==> src/rtl/sdram_mon_pkg.sv <==
package sdram_mon_pkg;

  localparam int CMD_W  = 4;
  localparam int ST_W   = 2;
  localparam int CODE_W = CMD_W + ST_W;

  typedef enum logic [CMD_W-1:0] {
    CMD_DESEL = 4'd0,
    CMD_NOP   = 4'd1,
    CMD_BST   = 4'd2,
    CMD_READ  = 4'd3,
    CMD_WRITE = 4'd4,
    CMD_ACT   = 4'd5,
    CMD_PRE   = 4'd6,
    CMD_PALL  = 4'd7,
    CMD_REF   = 4'd8,
    CMD_SREF  = 4'd9,
    CMD_MRS   = 4'd10
  } cmd_e;

  typedef enum logic [ST_W-1:0] {
    ST_IDLE    = 2'd0,
    ST_ACTIVE  = 2'd1,
    ST_WRREC   = 2'd2,
    ST_REFRESH = 2'd3
  } mon_state_e;

  typedef enum logic [1:0] {
    PH_NORM = 2'd0,
    PH_WRREC = 2'd1,
    PH_REFR = 2'd2
  } phase_e;

  function automatic logic [CODE_W-1:0] make_code(input cmd_e c, input mon_state_e s);
    return {c, s};
  endfunction

endpackage

==> src/rtl/sdram_cmd_decode.sv <==
module sdram_cmd_decode
  import sdram_mon_pkg::*;
(
  input  logic cs_n,
  input  logic ras_n,
  input  logic cas_n,
  input  logic we_n,
  input  logic cke,
  input  logic a10,
  output cmd_e cmd
);

  always_comb begin
    if (cs_n) begin
      cmd = CMD_DESEL;
    end else begin
      unique case ({ras_n, cas_n, we_n})
        3'b111:  cmd = CMD_NOP;
        3'b110:  cmd = CMD_BST;
        3'b101:  cmd = CMD_READ;
        3'b100:  cmd = CMD_WRITE;
        3'b011:  cmd = CMD_ACT;
        3'b010:  cmd = a10 ? CMD_PALL : CMD_PRE;
        3'b001:  cmd = cke ? CMD_REF : CMD_SREF;
        default: cmd = CMD_MRS;
      endcase
    end
  end

endmodule

==> src/rtl/sdram_cmd_rules.sv <==
module sdram_cmd_rules
  import sdram_mon_pkg::*;
(
  input  cmd_e       cmd,
  input  mon_state_e state,
  input  logic       bank_is_open,
  output logic       legal
);

  always_comb begin
    unique case (state)
      ST_IDLE: begin
        legal = !(cmd inside {CMD_BST, CMD_READ, CMD_WRITE});
      end
      ST_ACTIVE: begin
        unique case (cmd)
          CMD_ACT:                     legal = !bank_is_open;
          CMD_READ, CMD_WRITE:         legal = bank_is_open;
          CMD_REF, CMD_SREF, CMD_MRS:  legal = 1'b0;
          default:                     legal = 1'b1;
        endcase
      end
      default: begin
        legal = (cmd inside {CMD_DESEL, CMD_NOP});
      end
    endcase
  end

endmodule

==> src/rtl/sdram_bank_tracker.sv <==
module sdram_bank_tracker
  import sdram_mon_pkg::*;
#(
  parameter int NUM_BANKS = 4,
  localparam int BA_W = $clog2(NUM_BANKS)
) (
  input  logic                 clk,
  input  logic                 rst_n,
  input  cmd_e                 cmd,
  input  logic                 legal,
  input  logic [BA_W-1:0]      ba,
  input  logic                 a10,
  output logic [NUM_BANKS-1:0] bank_open
);

  logic is_access;
  assign is_access = (cmd == CMD_READ) || (cmd == CMD_WRITE);

  for (genvar g = 0; g < NUM_BANKS; g++) begin : g_bank
    logic sel, set_b, clr_b, upd_b, open_d, open_q;

    assign sel   = (ba == BA_W'(g));
    assign set_b = legal && (cmd == CMD_ACT) && sel;
    assign clr_b = legal && (((cmd == CMD_PRE) && sel) ||
                             (cmd == CMD_PALL) ||
                             (is_access && a10 && sel));
    assign upd_b = set_b || clr_b;

    always_comb begin
      open_d = open_q;
      if (set_b)      open_d = 1'b1;
      else if (clr_b) open_d = 1'b0;
    end

    always_ff @(posedge clk or negedge rst_n) begin
      if (!rst_n) begin
        open_q <= 1'b0;
      end else if (upd_b) begin
        open_q <= open_d;
      end
    end

    assign bank_open[g] = open_q;
  end

endmodule

==> src/rtl/sdram_mon_fsm.sv <==
module sdram_mon_fsm
  import sdram_mon_pkg::*;
#(
  parameter int BURST_LEN = 4,
  parameter int T_WR      = 2,
  parameter int T_RC      = 6
) (
  input  logic       clk,
  input  logic       rst_n,
  input  cmd_e       cmd,
  input  logic       legal,
  input  logic       any_open,
  output mon_state_e state
);

  localparam int MAX_A = (T_RC > T_WR) ? T_RC : T_WR;
  localparam int MAX_B = (MAX_A > BURST_LEN) ? MAX_A : BURST_LEN;
  localparam int CNT_W = $clog2(MAX_B + 1);

  phase_e           phase_q, phase_d;
  logic [CNT_W-1:0] tcnt_q, tcnt_d;
  logic             burst_q, burst_d;
  logic [CNT_W-1:0] bcnt_q, bcnt_d;

  logic ends_burst, start_wr, last_beat, start_ref;

  assign start_wr   = legal && (cmd == CMD_WRITE);
  assign start_ref  = legal && (cmd == CMD_REF);
  assign ends_burst = legal && (cmd inside {CMD_BST, CMD_READ, CMD_WRITE, CMD_PRE, CMD_PALL});
  assign last_beat  = (start_wr && (BURST_LEN == 1)) ||
                      (burst_q && (bcnt_q == CNT_W'(1)) && !ends_burst);

  // Write burst beat counter
  always_comb begin
    burst_d = burst_q;
    bcnt_d  = bcnt_q;
    if (start_wr && (BURST_LEN > 1)) begin
      burst_d = 1'b1;
      bcnt_d  = CNT_W'(BURST_LEN - 1);
    end else if (ends_burst || last_beat) begin
      burst_d = 1'b0;
    end else if (burst_q) begin
      bcnt_d = bcnt_q - CNT_W'(1);
    end
  end

  // Phase: normal, write recovery, refresh
  always_comb begin
    phase_d = phase_q;
    tcnt_d  = tcnt_q;
    unique case (phase_q)
      PH_NORM: begin
        if (start_ref) begin
          phase_d = PH_REFR;
          tcnt_d  = CNT_W'(T_RC - 1);
        end else if (last_beat) begin
          phase_d = PH_WRREC;
          tcnt_d  = CNT_W'(T_WR - 1);
        end
      end
      default: begin
        if (tcnt_q == '0) phase_d = PH_NORM;
        else              tcnt_d  = tcnt_q - CNT_W'(1);
      end
    endcase
  end

  always_ff @(posedge clk or negedge rst_n) begin
    if (!rst_n) begin
      phase_q <= PH_NORM;
      tcnt_q  <= '0;
      burst_q <= 1'b0;
      bcnt_q  <= '0;
    end else begin
      phase_q <= phase_d;
      tcnt_q  <= tcnt_d;
      burst_q <= burst_d;
      bcnt_q  <= bcnt_d;
    end
  end

  always_comb begin
    unique case (phase_q)
      PH_WRREC: state = ST_WRREC;
      PH_REFR:  state = ST_REFRESH;
      default:  state = (any_open || burst_q) ? ST_ACTIVE : ST_IDLE;
    endcase
  end

endmodule

==> src/rtl/sdram_cmd_monitor.sv <==
module sdram_cmd_monitor
  import sdram_mon_pkg::*;
#(
  parameter int NUM_BANKS = 4,
  parameter int BURST_LEN = 4,
  parameter int T_WR      = 2,
  parameter int T_RC      = 6,
  localparam int BA_W     = $clog2(NUM_BANKS)
) (
  input  logic              clk,
  input  logic              rst_n,
  input  logic              cs_n,
  input  logic              ras_n,
  input  logic              cas_n,
  input  logic              we_n,
  input  logic              cke,
  input  logic [BA_W-1:0]   ba,
  input  logic              a10,
  output logic [CMD_W-1:0]  cmd_o,
  output logic [ST_W-1:0]   state_o,
  output logic              err_o,
  output logic [CODE_W-1:0] err_code_o
);

  cmd_e                 cmd_w;
  mon_state_e           state_w;
  logic                 legal_w;
  logic [NUM_BANKS-1:0] bank_open_w;
  logic                 err_q;
  logic [CODE_W-1:0]    code_q;

  sdram_cmd_decode u_decode (
    .cs_n  (cs_n),
    .ras_n (ras_n),
    .cas_n (cas_n),
    .we_n  (we_n),
    .cke   (cke),
    .a10   (a10),
    .cmd   (cmd_w)
  );

  sdram_cmd_rules u_rules (
    .cmd          (cmd_w),
    .state        (state_w),
    .bank_is_open (bank_open_w[ba]),
    .legal        (legal_w)
  );

  sdram_bank_tracker #(.NUM_BANKS(NUM_BANKS)) u_banks (
    .clk       (clk),
    .rst_n     (rst_n),
    .cmd       (cmd_w),
    .legal     (legal_w),
    .ba        (ba),
    .a10       (a10),
    .bank_open (bank_open_w)
  );

  sdram_mon_fsm #(
    .BURST_LEN (BURST_LEN),
    .T_WR      (T_WR),
    .T_RC      (T_RC)
  ) u_fsm (
    .clk      (clk),
    .rst_n    (rst_n),
    .cmd      (cmd_w),
    .legal    (legal_w),
    .any_open (|bank_open_w),
    .state    (state_w)
  );

  always_ff @(posedge clk or negedge rst_n) begin
    if (!rst_n) begin
      err_q <= 1'b0;
    end else begin
      err_q <= !legal_w;
    end
  end

  always_ff @(posedge clk or negedge rst_n) begin
    if (!rst_n) begin
      code_q <= '0;
    end else if (!legal_w) begin
      code_q <= make_code(cmd_w, state_w);
    end
  end

  assign cmd_o      = cmd_w;
  assign state_o    = state_w;
  assign err_o      = err_q;
  assign err_code_o = code_q;

endmodule

==> config.mk <==
export PLATFORM = sky130hd
export DESIGN_NAME = sdram_cmd_monitor
export DESIGN_NICKNAME = d
export VERILOG_FILES = /design/src/rtl/sdram_mon_pkg.sv /design/src/rtl/sdram_cmd_decode.sv /design/src/rtl/sdram_cmd_rules.sv /design/src/rtl/sdram_bank_tracker.sv /design/src/rtl/sdram_mon_fsm.sv /design/src/rtl/sdram_cmd_monitor.sv
export SDC_FILE = /design/constraint.sdc
export NUM_CORES = 1
export LEC_CHECK = 0
export BUFFER_PORTS_ARGS = -buffer_cell sky130_fd_sc_hd__buf_2
export CAP_MARGIN = 20
export CELL_PAD_IN_SITES_DETAIL_PLACEMENT = 0
export CELL_PAD_IN_SITES_GLOBAL_PLACEMENT = 1
export CORE_MARGIN = 3
export CORE_UTILIZATION = 41
export DETAILED_ROUTE_END_ITERATION = 12
export PLACE_DENSITY = 0.78
export SLEW_MARGIN = 20
export SYNTH_ARGS = -nofsm -noshare
export SYNTH_HDL_FRONTEND = slang
export SYNTH_SLANG_ARGS = --single-unit
==> constraint.sdc <==
create_clock -name clk -period 2.67 [get_ports clk]
set_input_delay 0.1335 -clock clk [delete_from_list [all_inputs] [get_ports clk]]
set_output_delay 0.1335 -clock clk [all_outputs]
set_load 0.05 [all_outputs]
==> reports/results.ini <==
[floorplan]
io_pins=23
die_h_um=61.0
core-area_um2=2830
start_util=0.439
die_x_um=61.0
row_count=19
die_area_um2=3720

[timing]
slew_violations=0
fin_setup_tns_ns=0
rsz0062_at_grt=no
fin_crit_sh=0.895
clock_skew_ns=0.00584
max_freq_ghz=0.419
slew_headroom=0.591
hold_viol=0
tightest_slew_ns=0.605
setup_viol=0
finalCriticalPeriod_ns=2.39

[cells_and_area]
fin_nets=179
regArea_um2=500
multi_input_area_um2=661
syn2layout_area_growth_pct=14.5
drive_gt1_frac=0.216
n_antenna_cell=0
fillers=277
final_cells=193

[synth]
ys_types=42
synth_area_um2=1240
synth-edff-count=0
ys_seq_area_frac=0.403
synth_top_cell_area_share=0.403
async_reset_ff_frac=1.00
ys_seq_elements=20
yosysWarnings=0
yosysTopAreaCell=dfrtp_1
syn_area_per_cell_um2=8.93
yosys_most_used_dff=dfrtp_1
synthesis.nets=155
synthTopCellsByArea=dfrtp_1 40%, nand2_1 6.7%, ha_1 6.0%
netlist_instances=139

[global_routing]
grt_max_degree=21
grtUsageTotal=0.153
antenna_found_initial=0
grt_pass1_vias=1023
grt_pass1_wl_um=4340
overflow=0

[routing]
top_layer=met4
ant_nets=0
met3_length_um=118
viasPerCell=5.43
routedWlPerCell_um=13.3
drtIter0Drc=44
drt_wl_total_um=2580
post-route-drc-count=0
wl_met1_um=1200
routed-wl-met2_um=1250
dr.pass1.iters=4
via_count=1048

[hold_path]
hold_class=input port to flop

[clock_tree]
clk_pin_slew_ns=0.11
postCtsSetupBuffers=0
numCtsBuffers=3
clk_latency_ns=0.30
clock-sinks=20
cts_root_buf=clkbuf_4
cts.path.max_buffers=2
tritoncts=yes
htree_levels=1

[outcome]
status=finished, final reports clean

[place]
dp.cells=188
port_buffers=22
place_congestion=0.844
dp_hpwl_um=2050

[setup_path]
arrival_ns=2.59
crit_path_max_fanout=11
endpoint_kind=flop
criticalPathCategory=flop to flop
required_ns=2.88
startpoint_type=flop

[power_and_ir_drop]
leakage_nw=0.707
power_density_nw_per_um2=1270
ir_worst_vdd_mv=0.429

[flow_run]
cap_violations=0

[logic make-up (layout without fill, tap and decap cells)]
kind of cell,count (synthesis),count (layout),synth area share
buf+inv,20,43,0.0746
simple gates,52,52,0.215
fa+ha+maj,6,6,0.0605
xor+xnor,2,2,0.0141
flops,20,20,0.403
mux,4,4,0.0433
compound gates,35,35,0.190
[cells in the final DEF (no fill, tap or decap), types with 2 or more instances in the layout]
| cell type | count |
|---|---|
| clkbuf_4 | 3 |
| nand3b_1 | 3 |
| inv_1 | 13 |
| nor4b_1 | 2 |
| nand2_1 | 22 |
| a21oi_1 | 3 |
| xnor2_1 | 2 |
| a21oi_2 | 2 |
| nor2_1 | 6 |
| buf_2 | 22 |
| nand2b_1 | 5 |
| a31oi_1 | 4 |
| ha_1 | 6 |
| dfrtp_1 | 20 |
| nor2b_1 | 3 |
| mux2i_1 | 2 |
| o21ai_1 | 5 |
| nor3_1 | 2 |
| o31ai_1 | 4 |
| nand4_1 | 2 |
| o21ai_0 | 5 |
| nand3_1 | 2 |
[synthesized netlist by cell type (all sizes together), types with 2 or more instances]
cell / count
o21ai: 10
nor4b: 2
buf: 3
mux2i: 2
nor2: 6
clkbuf: 2
o31ai: 4
and2: 2
a21oi: 6
nand3b: 3
nor2b: 3
a31oi: 4
nand2: 22
nand2b: 6
xnor2: 2
nor3: 2
dfrtp: 20
ha: 6
nand3: 2
nand4: 2
inv: 14
[where the power goes]
| group | leakage, nW | total [mW] | switching (mW) | internal, mW |
|---|---|---|---|---|
| logic | 0.431 | 1.13 | 0.784 | 0.351 |
| clock network | 0.0210 | 0.173 | 0.0901 | 0.0831 |
| registers | 0.254 | 0.503 | 0.0729 | 0.430 |
[critical path: stages (launching register included)]
cell      delay [ns]
dfrtp_1         0.36
inv_1           0.06
ha_1            0.38
nor2_1          0.25
o311a_1         0.21
a311o_1         0.23
and2_2          0.30
clkinv_2        0.20
o32ai_1         0.30
[flip-flops by register name, indices dropped and copies added, names as in the netlist]
register and cells:
err_code_o 6, u_banks.g_bank.open_q 4, u_fsm.bcnt_q 3, u_fsm.tcnt_q 3, u_fsm.phase_q 2, err_o 1, u_fsm.burst_q 1
[area by class of cell]
| type | count | area share |
|---|---|---|
| flip-flops and latches | 20 | 0.352 |
| multi-input cells | 99 | 0.465 |
| repair buffers | 24 | 0.0898 |
| clock buffers | 4 | 0.0255 |
| well taps | 31 | 0.0273 |
| inverters | 15 | 0.0405 |
[through the flow]
stage | hold slack [ns] | worst slack (ns) | area, um2 | power, mW | util
6_report | 0.104 | 0.282 | 1420 | 1.81 | 0.502
4_1_cts | 0.0870 | 0.152 | 1420 | 1.82 | 0.502
3_5_place_dp | 0.107 | 0.183 | 1370 | 1.64 | 0.486
5_1_grt | 0.0947 | 0.120 | 1420 | 1.97 | 0.502
2_1_floorplan | -0.162 | 0.0283 | 1250 | 1.46 | -
3_3_place_gp | 0.102 | 0.299 | 1370 | 1.61 | 0.486
[path summary, 6_finish.rpt]
| check | from | end | slack [ns] | depth (start not counted) |
|---|---|---|---|---|
| max in group asynchronous | rst_n | err_code_o[4]$_DFFE_PN0P_ | 2.07 | 2 |
| min in group asynchronous | rst_n | err_code_o[1]$_DFFE_PN0P_ | 0.29 | 2 |
| worst max-delay path | u_fsm.phase_q[0]$_DFFE_PN0P_ | u_fsm.phase_q[1]$_DFFE_PN0P_ | 0.28 | 8 |
| worst min register to register | err_code_o[3]$_DFFE_PN0P_ | err_code_o[3]$_DFFE_PN0P_ | 0.47 | 2 |
| worst min-delay path | ba[1] | u_banks.g_bank[1].open_q$_DFFE_PN0P_ | 0.10 | 2 |
| worst max register to register | u_fsm.phase_q[0]$_DFFE_PN0P_ | u_fsm.phase_q[1]$_DFFE_PN0P_ | 0.28 | 8 |
[per-layer routing]
layer | up-vias | track usage
li1 | 533 | -
met4 | 0 | 0.0279
met5 | - | 0
met1 | 491 | 0.202
met2 | 22 | 0.252
met3 | 2 | 0.0461
[what timing repair did]
item	4_1_cts	5_1_grt
resized for setup	0	1
hold endpoints to repair	20	0
endpoints found under the setup margin	0	4
hold buffers	1	0
No activity file was read; power rests on OpenSTA's default activity.
